[src/rtl/mc5_pkg.sv]
package mc5_pkg;

    localparam int XLEN     = 32;
    localparam int REG_BITS = 5;

    localparam logic [5:0] OPC_RR   = 6'h00;
    localparam logic [5:0] OPC_BEQ  = 6'h04;
    localparam logic [5:0] OPC_ADDI = 6'h08;
    localparam logic [5:0] OPC_SLTI = 6'h0A;
    localparam logic [5:0] OPC_ANDI = 6'h0C;
    localparam logic [5:0] OPC_ORI  = 6'h0D;
    localparam logic [5:0] OPC_XORI = 6'h0E;
    localparam logic [5:0] OPC_LW   = 6'h23;
    localparam logic [5:0] OPC_SW   = 6'h2B;
    localparam logic [5:0] OPC_HALT = 6'h3F;

    typedef enum logic [2:0] {
        ST_FETCH, ST_DECODE, ST_EXEC, ST_MEM, ST_WB, ST_HALT
    } step_e;

    typedef enum logic [2:0] {
        ALU_ADD, ALU_SUB, ALU_AND, ALU_OR, ALU_XOR, ALU_SLT
    } alu_op_e;

    typedef enum logic [2:0] {
        K_RR, K_RI, K_LD, K_ST, K_BR, K_HALT, K_NOP
    } kind_e;

    typedef struct packed {
        kind_e                kind;
        alu_op_e              op;
        logic [REG_BITS-1:0]  src1;
        logic [REG_BITS-1:0]  src2;
        logic [REG_BITS-1:0]  dst;
        logic [XLEN-1:0]      simm;
    } dec_t;

    function automatic logic [XLEN-1:0] sext16(input logic [15:0] v);
        return {{(XLEN-16){v[15]}}, v};
    endfunction

    function automatic alu_op_e rr_func(input logic [2:0] f);
        case (f)
            3'd1:    return ALU_SUB;
            3'd2:    return ALU_AND;
            3'd3:    return ALU_OR;
            3'd4:    return ALU_XOR;
            3'd5:    return ALU_SLT;
            default: return ALU_ADD;
        endcase
    endfunction

    function automatic dec_t decode(input logic [XLEN-1:0] ir);
        dec_t d;
        d.src1 = ir[25:21];
        d.src2 = ir[20:16];
        d.dst  = ir[20:16];
        d.simm = sext16(ir[15:0]);
        d.op   = ALU_ADD;
        d.kind = K_NOP;
        case (ir[31:26])
            OPC_RR: begin
                d.kind = K_RR;
                d.dst  = ir[15:11];
                d.op   = rr_func(ir[2:0]);
            end
            OPC_ADDI: d.kind = K_RI;
            OPC_SLTI: begin d.kind = K_RI; d.op = ALU_SLT; end
            OPC_ANDI: begin d.kind = K_RI; d.op = ALU_AND; end
            OPC_ORI:  begin d.kind = K_RI; d.op = ALU_OR;  end
            OPC_XORI: begin d.kind = K_RI; d.op = ALU_XOR; end
            OPC_LW:   d.kind = K_LD;
            OPC_SW:   d.kind = K_ST;
            OPC_BEQ:  d.kind = K_BR;
            OPC_HALT: d.kind = K_HALT;
            default:  d.kind = K_NOP;
        endcase
        return d;
    endfunction

endpackage

[src/rtl/mc5_regs.sv]
module mc5_regs #(
    parameter int NREG = 32,
    parameter int W    = 32,
    localparam int AW  = $clog2(NREG)
) (
    input  logic          clk,
    input  logic [AW-1:0] raddr1,
    input  logic [AW-1:0] raddr2,
    output logic [W-1:0]  rdata1,
    output logic [W-1:0]  rdata2,
    input  logic          we,
    input  logic [AW-1:0] waddr,
    input  logic [W-1:0]  wdata
);
    logic [W-1:0] cells [NREG];

    always_ff @(posedge clk) begin
        if (we && (waddr != '0))
            cells[waddr] <= wdata;
    end

    assign rdata1 = (raddr1 == '0) ? '0 : cells[raddr1];
    assign rdata2 = (raddr2 == '0) ? '0 : cells[raddr2];
endmodule

[src/rtl/mc5_alu.sv]
module mc5_alu
    import mc5_pkg::*;
#(
    parameter int W = 32
) (
    input  alu_op_e       op,
    input  logic [W-1:0]  a,
    input  logic [W-1:0]  b,
    output logic [W-1:0]  y
);
    always_comb begin
        case (op)
            ALU_SUB: y = a - b;
            ALU_AND: y = a & b;
            ALU_OR:  y = a | b;
            ALU_XOR: y = a ^ b;
            ALU_SLT: y = {{(W-1){1'b0}}, ($signed(a) < $signed(b))};
            default: y = a + b;
        endcase
    end
endmodule

[src/rtl/mc5_seq.sv]
module mc5_seq
    import mc5_pkg::*;
(
    input  logic  clk,
    input  logic  rst,
    input  kind_e kind,
    output step_e step
);
    step_e nxt;

    always_comb begin
        nxt = step;
        case (step)
            ST_FETCH:  nxt = ST_DECODE;
            ST_DECODE: begin
                case (kind)
                    K_BR, K_NOP: nxt = ST_FETCH;
                    K_HALT:      nxt = ST_HALT;
                    default:     nxt = ST_EXEC;
                endcase
            end
            ST_EXEC:   nxt = (kind == K_LD || kind == K_ST) ? ST_MEM : ST_WB;
            ST_MEM:    nxt = (kind == K_LD) ? ST_WB : ST_FETCH;
            ST_WB:     nxt = ST_FETCH;
            ST_HALT:   nxt = ST_HALT;
            default:   nxt = ST_FETCH;
        endcase
    end

    always_ff @(posedge clk) begin
        if (rst) step <= ST_FETCH;
        else     step <= nxt;
    end

    AST_BRANCH_SHORT: assert property (@(posedge clk) disable iff (rst)
        (step == ST_DECODE && kind == K_BR) |=> step == ST_FETCH) else $error("branch overran");
    AST_WB_RETURNS: assert property (@(posedge clk) disable iff (rst)
        (step == ST_WB) |=> step == ST_FETCH) else $error("write-back not last");
endmodule

[src/rtl/mc5_core.sv]
module mc5_core
    import mc5_pkg::*;
#(
    parameter int IAW  = 10,
    parameter int DAW  = 10,
    parameter int NREG = 32,
    localparam int PCW = IAW + 2
) (
    input  logic              clk,
    input  logic              rst,
    output logic [IAW-1:0]    imem_addr,
    input  logic [XLEN-1:0]   imem_rdata,
    output logic [DAW-1:0]    dmem_addr,
    input  logic [XLEN-1:0]   dmem_rdata,
    output logic [XLEN-1:0]   dmem_wdata,
    output logic              dmem_re,
    output logic              dmem_we,
    output logic              halted
);
    step_e           step;
    logic [PCW-1:0]  pc;
    logic [XLEN-1:0] ir, opa_q, opb_q, res_q, mdr_q;
    dec_t            dec;
    logic [XLEN-1:0] rd1, rd2, alu_b, alu_y;
    logic            operands_eq;
    logic [PCW-1:0]  br_target;
    logic            rf_we;

    assign dec = decode(ir);

    mc5_seq i_seq (
        .clk  (clk),
        .rst  (rst),
        .kind (dec.kind),
        .step (step)
    );

    mc5_regs #(.NREG(NREG), .W(XLEN)) i_regs (
        .clk    (clk),
        .raddr1 (dec.src1),
        .raddr2 (dec.src2),
        .rdata1 (rd1),
        .rdata2 (rd2),
        .we     (rf_we),
        .waddr  (dec.dst),
        .wdata  ((dec.kind == K_LD) ? mdr_q : res_q)
    );

    // decode-step work: equality and target beside the register read
    assign operands_eq = (rd1 == rd2);
    assign br_target   = pc + PCW'(dec.simm << 2);

    assign alu_b = (dec.kind == K_RR) ? opb_q : dec.simm;

    mc5_alu #(.W(XLEN)) i_alu (
        .op (dec.op),
        .a  (opa_q),
        .b  (alu_b),
        .y  (alu_y)
    );

    always_ff @(posedge clk) begin
        if (rst) begin
            pc <= '0;
        end else begin
            case (step)
                ST_FETCH: begin
                    ir <= imem_rdata;
                    pc <= pc + PCW'(4);
                end
                ST_DECODE: begin
                    opa_q <= rd1;
                    opb_q <= rd2;
                    if (dec.kind == K_BR && operands_eq)
                        pc <= br_target;
                end
                ST_EXEC: res_q <= alu_y;
                ST_MEM:  mdr_q <= dmem_rdata;
                default: ;
            endcase
        end
    end

    assign rf_we      = (step == ST_WB);
    assign imem_addr  = pc[PCW-1:2];
    assign dmem_addr  = res_q[DAW+1:2];
    assign dmem_wdata = opb_q;
    assign dmem_re    = (step == ST_MEM) && (dec.kind == K_LD);
    assign dmem_we    = (step == ST_MEM) && (dec.kind == K_ST);
    assign halted     = (step == ST_HALT);

    AST_PC_STEP: assert property (@(posedge clk) disable iff (rst)
        (step == ST_FETCH) |=> pc == $past(pc) + PCW'(4)) else $error("pc not advanced");
    AST_STORE_ENDS: assert property (@(posedge clk) disable iff (rst)
        dmem_we |=> (step == ST_FETCH)) else $error("store did not end");
    AST_LOAD_TO_WB: assert property (@(posedge clk) disable iff (rst)
        dmem_re |=> (step == ST_WB)) else $error("load skipped write-back");
    AST_HALT_HOLD: assert property (@(posedge clk) disable iff (rst)
        halted |=> halted && $stable(imem_addr)) else $error("halt released");
    AST_HALT_QUIET: assert property (@(posedge clk) disable iff (rst)
        halted |-> !dmem_re && !dmem_we) else $error("strobe while halted");
    AST_STROBE_EXCL: assert property (@(posedge clk) disable iff (rst)
        !(dmem_re && dmem_we)) else $error("both strobes");
endmodule

[config.mk]
export PLATFORM = sky130hd
export DESIGN_NAME = mc5_core
export DESIGN_NICKNAME = d
export VERILOG_FILES = /design/src/rtl/mc5_pkg.sv /design/src/rtl/mc5_regs.sv /design/src/rtl/mc5_alu.sv /design/src/rtl/mc5_seq.sv /design/src/rtl/mc5_core.sv
export SDC_FILE = /design/constraint.sdc
export NUM_CORES = 2
export LEC_CHECK = 0
export BUFFER_PORTS_ARGS = -buffer_cell sky130_fd_sc_hd__buf_2
export CORE_MARGIN = 2
export CORE_UTILIZATION = 40
export DETAILED_ROUTE_END_ITERATION = 8
export PLACE_DENSITY = 0.61
export SLEW_MARGIN = 20
export SYNTH_ARGS = -nofsm -noshare
export SYNTH_HDL_FRONTEND = slang
export SYNTH_SLANG_ARGS = --single-unit
export TNS_END_PERCENT = 100
[constraint.sdc]
create_clock -name clk -period 6.32 [get_ports clk]
set_input_delay 0.632 -clock clk [delete_from_list [all_inputs] [get_ports clk]]
set_output_delay 0.632 -clock clk [all_outputs]
set_load 0.05 [all_outputs]
==> results.md <==
* Outcome: completed
* Die Height at a little under 400 um
* Post-route ant nets at 0
* CP cell instances: nor3_1 > nand2_1 > nor2_4 > mux2_2 > ha_1 > fa_1 > nor2_1 > o21bai_1 > a311oi_1 > o31ai_1 > a2111oi_0 > nor2_1 > o311ai_0 > a31oi_1 > o311ai_0
* Worst Setup SP: ir[30]
* Remaining global-route overflow at 0
* All-Layer GR Usage at 0.252
* Net Switching at 5.23 mW
* Sequential Power Share at 0.459
* Initial antenna violation count at 6
* First-pass GRT wire length at between 200 and 300 mm
* Max-cap violations at 0
* Root Driver: clkbuf_16
* Drt wl/cell at 33.8 um
* Residual DRC at 0
* Synth-to-Final Area Change at 13.3%
* Crit Path Max Fanout at 12
* Type of origin of the critical path: flip-flop
* Gpl congestion at 0.930
* Worst path bufs/invs at 0
* Initial core utilization at 0.402
* Layout cells sized above 1 at 0.296
* Arr. time, crit path at around 6.4 ns
* Vias in the first global route at around 36,000
* TritonCTS clock tree: yes
* Final worst-path cycle share at 0.925
* Synth top cells by count: 1,184 x edfxtp_1, 528 x mux4_2, 167 x nor2_1
* IO Port Bufs at 120
* Nets at 3,837
* Critical Path End Type: flip-flop
* Routed WL at around 190 mm
* Predominant post-synthesis flop cell: edfxtp_1
* Power Internal at 14.4 mW
* Leakage at 22.3 nW
* Critical Path Max Stage Delay at a little over 0.7 ns
* Peak VDD IR at 0.278 mV
* Initial DRC count at 5,132
* Setup CP Type: flip-flop to flip-flop
* Ys async rst share at 0
* Ys Warns at 0
* Most numerous cell in the Yosys netlist: edfxtp_1
* Clock-pin slew on the worst setup and hold paths at about 0.060 ns
* Via count at 36,824
* Final TNS setup at 0 ns
* Pwr Total at roughly 20 mW
* Placed cell area at 62,900 sq um
* Max frequency at ~170 MHz
* CTS Sinks at 1,207
* Top Ports at about 120
* Final setup vio count at 0
* Netlist cell types at 75
* Yosys reg bits at 1,207
* CP max-delay cell: a2111oi_0
* RR Startpoint: ir[30]
* Pwr dens at 291 nW/um^2
* Post-DP HPWL at 123 mm
* Hold Startpoint: dmem_rdata[13]
* Vias per std cell at around 6.5
* Inserted Clock Buffers at 135
* Fin. max-slew vios at 0
* WHS at 0.0348 ns
* H-tree depth at 4
* Least-Margin Pin Slew at 1.18 ns
* Clock Skew at around 0.024 ns
* Synthesized area at 59,400 sq um
* TritonRoute pass-1 iters at 6
* Core Rows at 141
* Final Util at 0.456
* Combinational share of power at 0.153
* CTS max path bufs at 3
* Share of the synthesized area in the top cell type at 0.599
* Die X at 389 um
* Min Tclk post-route at 5.85 ns
* Family with the most delay on the worst path: compound AO/OA/AOI/OAI gates
* Skew-Pair Late Insertion Delay at between 0.7 and 0.8 ns
* Clk network pwr share at 0.388
* Synth area leaders: edfxtp_1 60%, mux4_2 20%, ha_1 2.3%
* Max-slew headroom at 0.209
* Synthesized area per cell at 17.0 sq um
* Largest net degree at the start of global routing at 80
* WP data required at 6.85 ns
* Number of synthesized flops with an enable pin at 1,184
* Final instance area at 67,200 sq um
* RSZ-0062 raised after global routing: false
* Endpoints failing hold at 0
* Sw Share at 0.267
* Core ar. at 147,000 sq um
* Post-Synthesis Cells at 3,485
* Sequential cell area fraction in the yosys report at 0.607
* Area of the die at 152,000 sq um
* Hold Path Class: primary input to flip-flop
* Synth area leader: edfxtp_1
[final cells by class]
type                       count  area, sq um
tap                         1930         2410
fill                       12627        80200
clock buffer                 166         3560
clock inverter                76          673
sequential                  1207        36000
antenna                        1         2.50
multi-input combinational   1943        22200
inverter                     108          405
timing repair buffer         266         1980
[kinds of logic (layout without fill, tap and decap cells)]
group | after synthesis | count (layout) | synth area share
DFF | 1207 | 1207 | 0.607
AOI/OAI and AO/OA | 655 | 655 | 0.0762
and+or+nand+nor | 441 | 441 | 0.0350
adders and majority gates | 110 | 110 | 0.0236
other | 1 | 33 | 0.0000632
buffers and inverters | 366 | 616 | 0.0283
muxes | 654 | 654 | 0.223
xor gates and xnor gates | 51 | 51 | 0.00752
[per-stage QoR]
step	cells	setup slack [ns]
after detailed placement	5446	0.661
after global routing	5697	0.181
after floorplan	3516	0.522
after CTS	5696	0.565
final	5697	0.472
after global placement	5446	0.710
[worst paths after layout]
check,to,slack [ns],cells after the start
setup reg to reg,res_q[24],0.47,15
hold / removal,mdr_q[13],0.03,1
hold reg to reg,pc[11],0.49,2
setup / recovery,res_q[24],0.47,15
[sequential cells by signal, indices dropped and copies added, names as in the netlist, named ones only]
| name | flops |
|---|---|
| i_regs.cells | 1024 |
| res_q | 32 |
| opa_q | 32 |
| ir | 32 |
| pc | 10 |
| dmem_wdata | 32 |
| i_seq.step | 3 |
| mdr_q | 32 |
[cells in the final DEF, fill, tap and decap left out, types with 15 or more instances in the layout]
cell type / n
a211o_1: 49
a211oi_1: 28
a21o_1: 35
a21oi_1: 99
a221oi_1: 18
a22oi_1: 106
a31oi_1: 58
buf_12: 21
buf_2: 120
buf_4: 117
clkbuf_1: 27
clkbuf_16: 137
clkinv_1: 27
clkinv_2: 24
conb_1: 32
dfxtp_1: 15
edfxtp_1: 1184
ha_1: 107
inv_1: 108
mux2_2: 53
mux2i_1: 73
mux4_2: 528
nand2_1: 99
nand2b_1: 17
nand3_1: 16
nor2_1: 134
nor2_4: 32
nor3_1: 33
o211ai_1: 18
o21ai_0: 77
o22ai_1: 63
xnor2_1: 38
[routing by layer]
metal,up-vias,share of wire,track usage
met5,-,0.000088,0
met4,2,0.037,0.0921
met3,313,0.11,0.0498
met2,2230,0.46,0.395
met1,19433,0.39,0.351
li1,14846,-,-
[power groups by stage]
| stage | Combinational [mW] | Sequential (mW) | Clock [mW] |
|---|---|---|---|
| after floorplan | 1.98 | 9.11 | 0 |
| after global placement | 2.94 | 9.17 | 0 |
| after detailed placement | 2.94 | 9.16 | 0 |
| after CTS | 2.96 | 9.00 | 7.69 |
| after global routing | 3.14 | 9.00 | 8.02 |
| final | 2.99 | 9.00 | 7.60 |
[timing repair]
action | CTS | global route
hold buffers | 8 | 0
endpoints found under the setup margin | 0 | 0
hold endpoints to repair | 8 | 0
gates resized for setup | 0 | 0
setup buffers | 0 | 0
Power figures use the tool's default switching activity.
